### src/rtl/rcop_pkg.sv
package rcop_pkg;
    localparam int DATA_W = 32;
    localparam int ID_W   = 4;
    localparam int CNT_W  = 8;
    localparam int SLOTS  = 4;

    typedef enum logic [2:0] {
        OP_NOP = 3'd0,
        OP_CFG = 3'd1,
        OP_MTA = 3'd2,
        OP_MTB = 3'd3,
        OP_RUN = 3'd4,
        OP_MFR = 3'd5
    } op_e;

    typedef enum logic [1:0] {
        FN_ADD  = 2'd0,
        FN_ROTX = 2'd1,
        FN_SUB  = 2'd2,
        FN_XINC = 2'd3
    } fn_e;

    typedef struct packed {
        logic [DATA_W-1:0] a;
        logic [DATA_W-1:0] b;
    } operands_t;
endpackage

### src/rtl/rcop_ctx_table.sv
module rcop_ctx_table #(
    parameter int SLOTS = 4,
    parameter int ID_W  = 4
) (
    input  logic                     clk,
    input  logic                     rst,
    input  logic                     cfg_req,
    input  logic [ID_W-1:0]          cfg_id,
    input  logic                     load_done,
    output logic                     load_req,
    output logic [ID_W-1:0]          load_id,
    output logic [$clog2(SLOTS)-1:0] load_slot,
    output logic                     act_valid,
    output logic [ID_W-1:0]          act_id
);
    localparam int SW = $clog2(SLOTS);

    logic [SLOTS-1:0] vld;
    logic [ID_W-1:0]  ids [SLOTS];
    logic [SW-1:0]    age [SLOTS];
    logic [SLOTS-1:0] hit_vec;
    logic [SLOTS-1:0] age_mask;
    logic             hit;
    logic [SW-1:0]    hit_slot, free_slot, lru_slot, victim;
    logic             have_free;
    logic             pend;
    logic [ID_W-1:0]  pend_id;
    logic [SW-1:0]    pend_slot;
    logic             act_v;
    logic [SW-1:0]    act_s;
    logic             touch_en;
    logic [SW-1:0]    touch_slot;

    for (genvar i = 0; i < SLOTS; i++) begin : g_hit
        assign hit_vec[i] = vld[i] && (ids[i] == cfg_id);
    end

    always_comb begin
        hit_slot  = '0;
        free_slot = '0;
        lru_slot  = '0;
        have_free = 1'b0;
        age_mask  = '0;
        for (int i = 0; i < SLOTS; i++) begin
            if (hit_vec[i]) hit_slot = SW'(i);
            if (age[i] == SW'(SLOTS - 1)) lru_slot = SW'(i);
            age_mask = age_mask | (SLOTS'(1) << age[i]);
        end
        for (int i = SLOTS - 1; i >= 0; i--) begin
            if (!vld[i]) begin
                free_slot = SW'(i);
                have_free = 1'b1;
            end
        end
        hit    = |hit_vec;
        victim = have_free ? free_slot : lru_slot;
    end

    assign touch_en   = (cfg_req && hit) || (pend && load_done);
    assign touch_slot = pend ? pend_slot : hit_slot;

    for (genvar i = 0; i < SLOTS; i++) begin : g_age
        always_ff @(posedge clk) begin
            if (rst) begin
                age[i] <= SW'(i);
            end else if (touch_en) begin
                if (touch_slot == SW'(i)) begin
                    age[i] <= '0;
                end else if (age[i] < age[touch_slot]) begin
                    age[i] <= age[i] + 1'b1;
                end
            end
        end
    end

    always_ff @(posedge clk) begin
        if (rst) begin
            vld       <= '0;
            pend      <= 1'b0;
            pend_id   <= '0;
            pend_slot <= '0;
            act_v     <= 1'b0;
            act_s     <= '0;
            for (int i = 0; i < SLOTS; i++) ids[i] <= '0;
        end else if (pend && load_done) begin
            vld[pend_slot] <= 1'b1;
            ids[pend_slot] <= pend_id;
            pend           <= 1'b0;
            act_v          <= 1'b1;
            act_s          <= pend_slot;
        end else if (cfg_req) begin
            if (hit) begin
                act_v <= 1'b1;
                act_s <= hit_slot;
            end else begin
                pend        <= 1'b1;
                pend_id     <= cfg_id;
                pend_slot   <= victim;
                vld[victim] <= 1'b0;
                act_v       <= 1'b0;
            end
        end
    end

    assign load_req  = pend;
    assign load_id   = pend_id;
    assign load_slot = pend_slot;
    assign act_valid = act_v;
    assign act_id    = ids[act_s];

    AST_LOAD_HELD: assert property (@(posedge clk) disable iff (rst)
        (pend && !load_done) |=> (pend && $stable(pend_id) && $stable(pend_slot)));
    AST_AGE_PERMUTATION: assert property (@(posedge clk) disable iff (rst)
        $countones(age_mask) == SLOTS);
    AST_NO_DUPLICATE: assert property (@(posedge clk) disable iff (rst)
        $onehot0(hit_vec));
    AST_ACTIVE_RESIDENT: assert property (@(posedge clk) disable iff (rst)
        act_v |-> vld[act_s]);
endmodule

### src/rtl/rcop_array_stub.sv
module rcop_array_stub
    import rcop_pkg::*;
#(
    parameter int DATA_W = 32,
    parameter int CNT_W  = 8
) (
    input  logic              clk,
    input  logic              rst,
    input  logic              start,
    input  logic [CNT_W-1:0]  run_cnt,
    input  logic [DATA_W-1:0] seed,
    input  logic [DATA_W-1:0] opb,
    input  logic [1:0]        fsel,
    output logic              busy,
    output logic [DATA_W-1:0] result
);
    logic [CNT_W-1:0]  cnt;
    logic [DATA_W-1:0] acc;
    logic [DATA_W-1:0] nxt;

    always_comb begin
        case (fn_e'(fsel))
            FN_ADD:  nxt = acc + opb;
            FN_ROTX: nxt = {acc[DATA_W-2:0], acc[DATA_W-1]} ^ opb;
            FN_SUB:  nxt = acc - opb;
            default: nxt = (acc ^ opb) + 1'b1;
        endcase
    end

    always_ff @(posedge clk) begin
        if (rst) begin
            cnt <= '0;
            acc <= '0;
        end else if (start) begin
            cnt <= run_cnt;
            acc <= seed;
        end else if (cnt != '0) begin
            cnt <= cnt - 1'b1;
            acc <= nxt;
        end
    end

    assign busy   = (cnt != '0);
    assign result = acc;

    AST_COUNT_DOWN: assert property (@(posedge clk) disable iff (rst)
        (cnt != '0 && !start) |=> (cnt == CNT_W'($past(cnt) - 1'b1)));
    AST_ACC_IDLE_HOLD: assert property (@(posedge clk) disable iff (rst)
        (cnt == '0 && !start) |=> $stable(acc));
endmodule

### src/rtl/rcop_ctrl.sv
module rcop_ctrl
    import rcop_pkg::*;
(
    input  logic              clk,
    input  logic              rst,
    input  logic              ins_valid,
    input  logic [2:0]        ins_op,
    input  logic [ID_W-1:0]   ins_id,
    input  logic [DATA_W-1:0] ins_data,
    input  logic [CNT_W-1:0]  ins_cnt,
    output logic              stall,
    output logic              load_req,
    output logic [ID_W-1:0]   load_id,
    output logic [$clog2(SLOTS)-1:0] load_slot,
    input  logic              load_done,
    output logic              act_valid,
    output logic [ID_W-1:0]   act_id,
    output logic              res_valid,
    output logic [DATA_W-1:0] res_data
);
    op_e               op;
    logic              take;
    logic              busy;
    logic [DATA_W-1:0] result;
    operands_t         opr;
    logic              rv;
    logic [DATA_W-1:0] rd;

    assign op    = op_e'(ins_op);
    assign stall = load_req || busy;
    assign take  = ins_valid && !stall;

    rcop_ctx_table #(.SLOTS(SLOTS), .ID_W(ID_W)) i_table (
        .clk       (clk),
        .rst       (rst),
        .cfg_req   (take && op == OP_CFG),
        .cfg_id    (ins_id),
        .load_done (load_done),
        .load_req  (load_req),
        .load_id   (load_id),
        .load_slot (load_slot),
        .act_valid (act_valid),
        .act_id    (act_id)
    );

    rcop_array_stub #(.DATA_W(DATA_W), .CNT_W(CNT_W)) i_array (
        .clk     (clk),
        .rst     (rst),
        .start   (take && op == OP_RUN),
        .run_cnt (ins_cnt),
        .seed    (opr.a),
        .opb     (opr.b),
        .fsel    (act_id[1:0]),
        .busy    (busy),
        .result  (result)
    );

    always_ff @(posedge clk) begin
        if (rst) begin
            opr <= '0;
            rv  <= 1'b0;
            rd  <= '0;
        end else begin
            rv <= take && op == OP_MFR;
            if (take && op == OP_MFR) rd <= result;
            if (take && op == OP_MTA) opr.a <= ins_data;
            if (take && op == OP_MTB) opr.b <= ins_data;
        end
    end

    assign res_valid = rv;
    assign res_data  = rd;

    AST_RESULT_FOLLOWS_READ: assert property (@(posedge clk) disable iff (rst)
        res_valid |-> $past(ins_valid && !stall && ins_op == OP_MFR));
    AST_RUN_STALLS: assert property (@(posedge clk) disable iff (rst)
        (take && op == OP_RUN && ins_cnt != '0) |=> stall);
    AST_MISS_REQUESTS: assert property (@(posedge clk) disable iff (rst)
        $rose(load_req) |-> (!act_valid && stall));
endmodule

### config.mk
export PLATFORM = sky130hd
export DESIGN_NAME = rcop_ctrl
export DESIGN_NICKNAME = d
export VERILOG_FILES = /design/src/rtl/rcop_pkg.sv /design/src/rtl/rcop_ctx_table.sv /design/src/rtl/rcop_array_stub.sv /design/src/rtl/rcop_ctrl.sv
export SDC_FILE = /design/constraint.sdc
export NUM_CORES = 1
export LEC_CHECK = 0
export CORE_AREA = 4 4 110 216
export CTS_CLUSTER_DIAMETER = 150
export CTS_CLUSTER_SIZE = 16
export DETAILED_ROUTE_END_ITERATION = 10
export DIE_AREA = 0 0 114 220
export DONT_BUFFER_PORTS = 1
export GPL_TIMING_DRIVEN = 0
export PLACE_DENSITY = 0.76
export SETUP_SLACK_MARGIN = 0.5
export SLEW_MARGIN = 20
export SYNTH_ARGS = -nofsm -noshare
export SYNTH_HDL_FRONTEND = slang
export SYNTH_SLANG_ARGS = --single-unit
### constraint.sdc
create_clock -name clk -period 11.7 [get_ports clk]
set_input_delay 2.34 -clock clk [delete_from_list [all_inputs] [get_ports clk]]
set_output_delay 2.34 -clock clk [all_outputs]
set_load 0.01 [all_outputs]
==> summary.txt <==
Logic synthesis
  – Largest family of logic cells by synthesized area: simple AND/OR/NAND/NOR gates
  – Post-synthesis compound-gate area fraction: 0.218
  – Post-synthesis adder-cell area fraction: 0.0448
  – Share of the yosys chip area belonging to registers: 0.318
  – Share of the synthesized area in the top cell type: 0.257
  – Synthesized Nets: 1,662
  – Synth cell count leaders: nand2_1, a21oi_1, dfxtp_1
  – Mux cell area share after synthesis: 0.0247
  – Most frequent cell after synthesis: nand2_1
  – Ys Warns: 0
  – Cell count after synthesis: 1,569
  – Dominant cell type by area after synthesis: dfxtp_1
  – Syn avg cell area: about 7.6 µm²
  – Simple-Gate Fraction of Synth Area: 0.227
  – Synthesis-stage register bit count: approximately 180
  – Main synth FF type: dfxtp_1
  – Number of flops mapped to enable cells by yosys: 24
  – Ys async rst share: 0
  – Synth area leaders: dfxtp_1, nand2_1, a21oi_1, edfxtp_1, xnor2_1
  – Xor-xnor portion of the synthesized cell area: 0.110
  – Cell variety after synth: 82
  – Post-synthesis cell area: ~12,000 µm²

Clock network
  – Clk buf depth: 2
  – Root Driver: clkbuf_16
  – Worst-path clk slew: 0.07 ns
  – CTS Hold Bufs: 0
  – Post-CTS sizing: 0
  – Clock H-tree levels: 4
  – TritonCTS Buffers: 17
  – TritonCTS clock tree: yes
  – CTS Sinks: 177
  – Clock Latency Late Sink: 0.46 ns
  – Setup bufs post-CTS: 0

Routing
  – Vias per cell: around 6.5
  – Initial drt markers: 930
  – DRC: 0
  – Vias: 12,214
  – DR pass1 iterations: 5
  – DR WL/cell: 24.6 µm
  – Final WL: 46.1 mm
  – DRT antenna net count: 0

Floorplanning
  – Die width: 114 µm
  – Initial Utilization: 0.537
  – I/O pins: between 90 and 100
  – Floorplan core area: 22,200 µm²
  – DIE AREA: about 25,000 µm²
  – Die H: about 220 µm
  – FP Rows: 77

STA
  – Final hold vios: 0
  – Final Max Tran Viols: 0
  – Final worst setup slack: 5.04 ns
  – Hold WS: 0.452 ns
  – Skew final: 0.0129 ns
  – Final setup viols: 0
  – Worst-Margin Slew: between 1 and 1.5 ns
  – Final setup TNS: 0 ns
  – Min Tclk post-route: 6.66 ns
  – Max frequency: roughly 150 MHz
  – Unrepaired setup endpoints after global routing: no
  – Normalized max-slew margin: 0.231
  – Final period utilization: 0.569

GRT
  – Largest net degree at the start of global routing: 18
  – First-pass GRT wire length: 67.7 mm
  – Gr ovfl total: 0
  – Initial antenna violation count: 0
  – Vias in the first global route: between 10,000 and 15,000
  – GRT Total Usage: 0.362

Pwr
  – Leakage: 4.60 nW
  – PwrDens: 247 nW/µm²
  – VDD IR max: 0.157 mV
  – Pwr Total: between 3 and 4 mW

Placed design
  – Placed Area: 12,300 µm²
  – RePlAce Congestion: 1.08
  – PortBufs: 0
  – Detail Placement HPWL: roughly 35 mm
  – Pre-CTS setup slack: 5.38 ns
  – Post-placement cell count: 1,845

Final layout
  – Post-Layout Inst Area: 12,800 µm²
  – Diodes inserted: 0
  – Fin nets: ~1,700
  – Share of cells above drive strength 1: 0.0512
  – Non-Filler Instances: roughly 1,900
  – Synthesis-to-layout area growth: 7.76%
  – Core Util, Final: 0.579

Setup path
  – Worst EP required: ~12 ns
  – Worst R2R Path Depth: 19
  – Startpoint Class: flop
  – Worst setup path class: reg -> reg
  – Largest fanout on the critical path: 10
  – CP endpoint kind: flop
  – Critical path arrival: 6.95 ns

Outcome
  – Status: finished, final reports clean

Min path
  – Hold WC Path Type: reg -> reg
  – Worst hold path stage count: 2

Flow run
  – Maximum Capacitance Violations: 0
cells by family after synthesis:
kind of cell	after synthesis
muxes	25
AOI/OAI and AO/OA	414
xor gates and xnor gates	150
and+or+nand+nor	589
DFF	177
adders and majority gates	42
buffers and inverters	172
state kept, by name, summed over array words and instances, names as in the netlist, named ones only:
| signal | count |
|---|---|
| i_table.act_s | 2 |
| i_table.act_valid | 1 |
| i_table.ids | 16 |
| i_table.age | 8 |
| opr | 64 |
| i_table.load_id | 4 |
| i_array.cnt | 8 |
| i_table.load_slot | 2 |
| i_table.load_req | 1 |
| i_array.result | 32 |
| res_data | 32 |
| i_table.vld | 4 |
| res_valid | 1 |
where the power goes:
group / internal (mW) / leakage, nW / switching [mW]
registers: 0.680 / 1.47 / 0.102
logic: 0.646 / 2.86 / 1.18
clock network: 0.294 / 0.271 / 0.279
total: 1.62 / 4.60 / 1.56
per-layer routing:
metal | track usage | part of all wire | up-vias
met3 | 0.0857 | 0.074 | 297
li1 | - | - | 5571
met4 | 0.352 | 0.12 | 0
met1 | 0.328 | 0.31 | 5701
met5 | 0 | 0 | -
met2 | 0.638 | 0.50 | 645
final timing paths:
kind / from / endpoint / slack (ns)
worst max register to register: flop / i_array.result[22] / 5.04
worst min-delay path: opr[47] / opr[47] / 0.45
worst max-delay path: flop / i_array.result[22] / 5.04
worst min register to register: opr[47] / opr[47] / 0.45
cells in the final DEF, fill, tap and decap left out, types with 7 or more instances in the layout:
master,Yosys,final
nand2_1,295,295
nor2b_1,10,10
o211ai_1,8,8
inv_1,48,48
clkbuf_1,94,96
ha_1,41,41
a221oi_1,20,20
mux2i_1,17,17
clkbuf_16,0,18
nor4_1,12,12
o21ai_0,62,62
buf_2,19,19
nand3_1,28,28
a21o_1,14,14
a22oi_1,12,12
or3_1,12,12
nand2b_1,17,17
a211oi_1,11,11
or4_1,8,8
dfxtp_1,153,153
edfxtp_1,24,24
nand4_1,9,9
o22ai_1,10,10
and3_1,15,15
o221ai_1,7,7
a31oi_1,25,25
nor2_1,100,99
nor3_1,42,42
xnor2_1,77,77
and2_1,7,7
a21oi_1,173,173
xor2_1,73,73
worst max-delay path, cell delays in order (launching register included):
cell,delay [ns]
dfxtp_1,0.31
clkbuf_1,0.38
mux2i_1,0.15
mux2_2,0.33
inv_1,0.08
clkbuf_1,0.50
buf_1,0.71
nand2_1,0.34
clkbuf_1,0.40
nand2_1,0.16
o21ai_0,0.16
fa_1,0.47
nand2b_1,0.17
a21o_1,0.29
a211o_1,0.33
a21oi_1,0.41
a21oi_1,0.19
o31ai_1,0.41
mux2i_1,0.53
a221oi_1,0.15
area by class of cell:
cell class	count	area, µm²
plain buffers	123	505
flip-flops and latches	177	3780
clock buffers	20	458
inverters	49	184
multi-input cells	1220	7450
clock inverters	12	111
well taps	276	345
fillers	2162	9330
Note: power is estimated with default switching activity, not from simulation.
